### config.mk
export PLATFORM = sky130hd
export DESIGN_NAME = ca_tpg
export DESIGN_NICKNAME = d
export VERILOG_FILES = /design/src/rtl/ca_tpg_pkg.sv /design/src/rtl/ca_tpg_rule.sv /design/src/rtl/ca_tpg_seq.sv /design/src/rtl/ca_tpg.sv
export SDC_FILE = /design/constraint.sdc
export NUM_CORES = 1
export LEC_CHECK = 0
export BUFFER_PORTS_ARGS = -buffer_cell sky130_fd_sc_hd__buf_2
export CORE_MARGIN = 2
export CORE_UTILIZATION = 50
export DETAILED_ROUTE_END_ITERATION = 8
export HOLD_SLACK_MARGIN = 0.03
export MAX_ROUTING_LAYER = met4
export PLACE_DENSITY = 0.68
export SYNTH_ARGS = -nofsm -noshare
export SYNTH_HDL_FRONTEND = slang
export SYNTH_HIERARCHICAL = 1
export SYNTH_SLANG_ARGS = --single-unit
### constraint.sdc
create_clock -name clk -period 3.1 [get_ports clk]
set_clock_uncertainty 0.2 [all_clocks]
set_input_delay 0 -clock clk [delete_from_list [all_inputs] [get_ports clk]]
set_output_delay 0 -clock clk [all_outputs]
set_load 0.005 [all_outputs]
### src/rtl/ca_tpg_pkg.sv
package ca_tpg_pkg;
  typedef enum logic [1:0] {
    PH_IDLE = 2'd0,
    PH_DUAL = 2'd1,
    PH_NORM = 2'd2
  } phase_e;
endpackage

### src/rtl/ca_tpg_rule.sv
module ca_tpg_rule #(
  parameter int          W         = 11,
  parameter logic [W-1:0] USE_LEFT  = '1,
  parameter logic [W-1:0] USE_SELF  = '1,
  parameter logic [W-1:0] USE_RIGHT = '0,
  parameter bit          INVERT    = 1'b0
) (
  input  logic [W-1:0] cur,
  output logic [W-1:0] nxt
);
  for (genvar i = 0; i < W; i++) begin : g_cell
    logic lo_nb;
    logic hi_nb;
    if (i == 0) begin : g_lo_edge
      assign lo_nb = 1'b0;
    end else begin : g_lo_in
      assign lo_nb = cur[i-1];
    end
    if (i == W-1) begin : g_hi_edge
      assign hi_nb = 1'b0;
    end else begin : g_hi_in
      assign hi_nb = cur[i+1];
    end
    assign nxt[i] = INVERT ^ ((USE_LEFT[i] & lo_nb) ^
                              (USE_SELF[i] & cur[i]) ^
                              (USE_RIGHT[i] & hi_nb));
  end
endmodule

### src/rtl/ca_tpg_seq.sv
module ca_tpg_seq
  import ca_tpg_pkg::*;
#(
  parameter int           W          = 11,
  parameter int           CYCLE_LEN  = 16,
  parameter int           MAX_ROUNDS = 64,
  parameter logic [W-1:0] SEED_INIT  = 11'h2A5
) (
  input  logic         clk,
  input  logic         rst,
  input  logic         start,
  input  logic         seed_load,
  input  logic [W-1:0] seed_in,
  input  logic         out_ready,
  input  logic [W-1:0] norm_nxt,
  input  logic [W-1:0] dual_nxt,
  input  logic [W-1:0] s1_norm,
  output logic [W-1:0] state_q,
  output logic [W-1:0] s1_q,
  output logic         running,
  output logic         step_last,
  output logic         done_q,
  output logic         err_q
);
  localparam int           STEP_W   = $clog2(CYCLE_LEN);
  localparam int           RND_W    = $clog2(MAX_ROUNDS + 1);
  localparam logic [W-1:0] MSB_MASK = {1'b1, {(W-1){1'b0}}};

  phase_e            phase;
  logic [STEP_W-1:0] step;
  logic [RND_W-1:0]  rounds;
  logic [RND_W-1:0]  rounds_inc;
  logic [W-1:0]      s0_q;
  logic [W-1:0]      anchor_q;
  logic              fire;

  assign running    = (phase != PH_IDLE);
  assign step_last  = (step == STEP_W'(CYCLE_LEN - 1));
  assign fire       = running && out_ready;
  assign rounds_inc = rounds + RND_W'(1);

  always_ff @(posedge clk) begin
    if (rst) begin
      phase    <= PH_IDLE;
      step     <= '0;
      rounds   <= '0;
      state_q  <= '0;
      s0_q     <= SEED_INIT;
      s1_q     <= '0;
      anchor_q <= '0;
      done_q   <= 1'b0;
      err_q    <= 1'b0;
    end else if (phase == PH_IDLE) begin
      if (seed_load) begin
        s0_q <= seed_in;
      end else if (start) begin
        anchor_q <= s0_q;
        s1_q     <= s0_q ^ MSB_MASK;
        state_q  <= s0_q ^ MSB_MASK;
        step     <= '0;
        rounds   <= '0;
        done_q   <= 1'b0;
        err_q    <= 1'b0;
        phase    <= PH_DUAL;
      end
    end else if (fire) begin
      if (!step_last) begin
        step    <= step + STEP_W'(1);
        state_q <= (phase == PH_DUAL) ? dual_nxt : norm_nxt;
      end else begin
        step <= '0;
        if (phase == PH_DUAL) begin
          s0_q    <= s1_norm;
          state_q <= s1_norm;
          phase   <= PH_NORM;
        end else if (s0_q == anchor_q) begin
          phase  <= PH_IDLE;
          done_q <= 1'b1;
        end else if (rounds_inc == RND_W'(MAX_ROUNDS)) begin
          phase  <= PH_IDLE;
          done_q <= 1'b1;
          err_q  <= 1'b1;
        end else begin
          rounds  <= rounds_inc;
          s1_q    <= s0_q ^ MSB_MASK;
          state_q <= s0_q ^ MSB_MASK;
          phase   <= PH_DUAL;
        end
      end
    end
  end
endmodule

### src/rtl/ca_tpg.sv
module ca_tpg #(
  parameter int                 STATE_W    = 11,
  parameter int                 BYTE_W     = 8,
  parameter int                 CYCLE_LEN  = 16,
  parameter int                 MAX_ROUNDS = 64,
  parameter logic [STATE_W-1:0] SEED_INIT  = 11'h2A5,
  parameter logic [STATE_W-1:0] USE_LEFT   = '1,
  parameter logic [STATE_W-1:0] USE_SELF   = '1,
  parameter logic [STATE_W-1:0] USE_RIGHT  = '0
) (
  input  logic               clk,
  input  logic               rst,
  input  logic               start,
  input  logic               seed_load,
  input  logic [STATE_W-1:0] seed_in,
  input  logic               tp_ready,
  output logic               tp_valid,
  output logic [BYTE_W-1:0]  tp_data,
  output logic               tp_last,
  output logic               done,
  output logic               error
);
  logic [STATE_W-1:0] state_q;
  logic [STATE_W-1:0] s1_q;
  logic [STATE_W-1:0] norm_nxt;
  logic [STATE_W-1:0] dual_nxt;
  logic [STATE_W-1:0] s1_norm;
  logic               running;
  logic               step_last;

  ca_tpg_rule #(.W(STATE_W), .USE_LEFT(USE_LEFT), .USE_SELF(USE_SELF),
                .USE_RIGHT(USE_RIGHT), .INVERT(1'b0))
    u_rule_norm (.cur(state_q), .nxt(norm_nxt));

  ca_tpg_rule #(.W(STATE_W), .USE_LEFT(USE_LEFT), .USE_SELF(USE_SELF),
                .USE_RIGHT(USE_RIGHT), .INVERT(1'b1))
    u_rule_dual (.cur(state_q), .nxt(dual_nxt));

  ca_tpg_rule #(.W(STATE_W), .USE_LEFT(USE_LEFT), .USE_SELF(USE_SELF),
                .USE_RIGHT(USE_RIGHT), .INVERT(1'b0))
    u_rule_jump (.cur(s1_q), .nxt(s1_norm));

  ca_tpg_seq #(.W(STATE_W), .CYCLE_LEN(CYCLE_LEN), .MAX_ROUNDS(MAX_ROUNDS),
               .SEED_INIT(SEED_INIT))
    u_seq (
      .clk       (clk),
      .rst       (rst),
      .start     (start),
      .seed_load (seed_load),
      .seed_in   (seed_in),
      .out_ready (tp_ready),
      .norm_nxt  (norm_nxt),
      .dual_nxt  (dual_nxt),
      .s1_norm   (s1_norm),
      .state_q   (state_q),
      .s1_q      (s1_q),
      .running   (running),
      .step_last (step_last),
      .done_q    (done),
      .err_q     (error)
    );

  assign tp_valid = running;
  assign tp_data  = state_q[STATE_W-1 -: BYTE_W];
  assign tp_last  = running && step_last;
endmodule

==> metrics.md <==
| Metric | Value |
|---|---|
| Status | `finished, final reports clean` |
| Cell taking the most area after synthesis | `dfxtp_1` |
| I/O pin count | `28` |
| Register area share after synthesis | `34.8%` |
| Syn avg cell area | `8.00 um^2` |
| Post-CTS Setup Inserts | `0` |
| Gr ovfl total | `0` |
| Top post-synthesis cells by count | `nand2_1 (82), dfxtp_1 (59), nor2_1 (37)` |
| Fin. max-slew vios | `0` |
| CTS root buffer | `clkbuf_8` |
| Vias in the first global route | `2832` |
| CTS tree | `yes` |
| DP Worst Slack | `0.359 ns` |
| Pwr dens | `514 nW/um^2` |
| DRT Pass-1 Iters | `4` |
| Worst-path clk slew | `0.07 ns` |
| Min Tclk post-route | `2.78 ns` |
| Hold path depth | `5` |
| Maximum root-to-sink buffer count | `2` |
| Finish-stage setup viols | `0` |
| Global-route wire length before repair | `14.4 mm` |
| Area contributors post-synth | `dfxtp_1 (35%), nand2_1 (9.1%), xor2_1 (8.3%), o211ai_1 (6.0%), a311oi_1 (4.6%)` |
| NumNets Final | `472` |
| Initial Util | `50.8%` |
| DP HPWL | `5.73 mm` |
| Buffers on Ports | `27` |
| EDFF count, synth | `0` |
| Hold Path End | `u_seq/anchor_q[2]` |
| Chip height | `86.4 um` |
| Netlist cell types | `55` |
| DR vias | `3221` |
| Worst R2R End | `u_seq/state_q[6]` |
| Relative slew slack | `43.2%` |
| Synth Flop Type | `dfxtp_1` |
| Final Power | `1.99 mW` |
| Syn nets | `443` |
| Initial antenna violation count | `0` |
| DRT Wirelength | `8.75 mm` |
| Worst setup SP type | `flip-flop` |
| ANT nets after route | `0` |
| Drt drc | `0` |
| CTS Sinks | `59` |
| Hold Crit Start | `start` |
| CP Class | `reg2reg` |
| DIE WIDTH | `86.4 um` |
| Final Cycle Share | `89.6%` |
| Initial detailed-routing violation count | `211` |
| Synth async-reset ratio | `0%` |
| Worst Slack Setup Final | `0.322 ns` |
| Gpl congestion | `0.896` |
| Syn Std Cell Area | `3390 um^2` |
| Setup_tns | `0 ns` |
| Reg-to-reg startpoint | `u_seq/rounds[0]` |
| Core Box Area | `6680 um^2` |
| Least-Margin Pin Slew | `0.851 ns` |
| All-Layer GR Usage | `24.9%` |
| Die Area | `7460 um^2` |
| Maximum clock frequency | `0.360 GHz` |
| Top-area cell type share of the netlist area | `34.8%` |
| RSZ-0062 raised after global routing | `no` |
| Worst r2r path cells | `8` |
| Leak Pwr | `1.63 nW` |
| Max Cap Viol | `0` |
| FF+latch count, synth | `59` |
| Diode count | `0` |
| Cells after synthesis | `424` |
| Critical Path AT | `2.84 ns` |
| Layout Utilization | `57.8%` |
| Hold crit path type | `in2reg` |
| Maximum net fanout on the critical path | `11` |
| Row count | `30` |
| Critical path capture point type | `flip-flop` |
| Detail-routed net length per standard cell | `16.3 um` |
| Required time of the worst setup path | `3.16 ns` |
| Reg2Reg Setup Slack | `0.32 ns` |
| CTS resizes | `0` |
| Synth warnings | `6` |
| Via density | `5.99` |
| Total CTS buffers | `9` |
| Largest net degree at the start of global routing | `54` |
| Final Hold Viols | `0` |
| Area Growth Syn to Fin | `13.9%` |
| VDD IR max | `0.199 mV` |
| Most frequent cell after synthesis | `nand2_1` |
| Post-cts hold buffer count | `13` |
| Share of layout cells above drive strength 1 | `14.2%` |
| Later-pin clock latency in the skew report | `0.34 ns` |
| # H-tree levels | `3` |
==> sequential cells by signal, summed over array words and instances, names as in the netlist <==
register        count
u_seq/anchor_q     11
u_seq/step          4
u_seq/state_q      11
u_seq/phase         2
u_seq/err_q         1
u_seq/s1_q         11
u_seq/s0_q         11
u_seq/done_q        1
u_seq/rounds        7
==> metal layers <==
metal / up-vias / routed length (um) / track usage (%) / share of wire [%]
met5: - / 0 / - / 0
met4: 0 / 94 / 7.67 / 1.1
met3: 9 / 427 / 5.33 / 4.9
met2: 101 / 3980 / 36.7 / 45
met1: 1542 / 4250 / 34.1 / 49
li1: 1569 / - / - / -
==> worst max-delay path by stage <==
stage                                from               end  cells after the start
after CTS                 u_seq/rounds[0]  u_seq/state_q[9]                      8
after global placement    u_seq/rounds[0]  u_seq/state_q[9]                      8
after floorplan           u_seq/rounds[0]  u_seq/state_q[0]                      8
after detailed placement  u_seq/rounds[0]  u_seq/state_q[6]                      8
after global routing      u_seq/rounds[0]  u_seq/state_q[6]                      8
final                     u_seq/rounds[0]  u_seq/state_q[6]                      8
==> critical path, stage by stage (launching register included) <==
cell,delay (ns)
dfxtp_1,0.41
ha_1,0.30
nand3_2,0.12
or3_1,0.38
a2111o_1,0.48
o21a_1,0.24
o21ai_2,0.12
buf_4,0.23
mux2i_1,0.22
==> layout by cell type, fill, tap and decap left out, types with 5 or more instances in the layout <==
| master | instances |
|---|---|
| clkbuf_8 | 11 |
| nand3_1 | 5 |
| a21oi_1 | 29 |
| o21ai_0 | 15 |
| xnor2_1 | 10 |
| a311oi_1 | 18 |
| buf_2 | 27 |
| buf_4 | 12 |
| nand2_1 | 82 |
| xor2_1 | 32 |
| nor3_1 | 6 |
| o211ai_1 | 27 |
| dlygate4sd3_1 | 13 |
| dfxtp_1 | 59 |
| a31oi_1 | 6 |
| nor2_1 | 37 |
| o311ai_0 | 5 |
| mux2i_1 | 10 |
==> cell type report <==
class                           instances  area (um^2)
Tap cell                               80          100
Fill cell                             608         2820
Inverter                                5         18.8
Timing Repair Buffer                   52          355
Clock buffer                           12          155
Multi-Input combinational cell        326         2000
Clock inverter                          4         48.8
Sequential cell                        59         1180
==> logic make-up after synthesis <==
group,share of synthesized area [%]
muxes,3.28
xor gates and xnor gates,10.8
DFF,34.8
buffers and inverters,6.12
and+or+nand+nor,19.5
AOI/OAI and AO/OA,24.3
adders and majority gates,1.11
==> where the power goes <==
| group | leakage (nW) | internal, mW | switching, mW | total (mW) |
|---|---|---|---|---|
| sequential | 0.482 | 0.812 | 0.0830 | 0.895 |
| clock | 0.106 | 0.414 | 0.313 | 0.727 |
| combinational | 1.04 | 0.161 | 0.202 | 0.363 |
| total | 1.63 | 1.39 | 0.598 | 1.99 |
==> metrics by stage <==
stage	hold slack, ns	std cells	area, um^2
final	0.0502	538	3860
after global placement	0.0694	509	3530
after global routing	0.0654	538	3860
after floorplan	-0.0410	424	3390
after detailed placement	0.0745	509	3530
after CTS	0.0499	538	3860
Note: power is estimated with default switching activity, not from simulation.
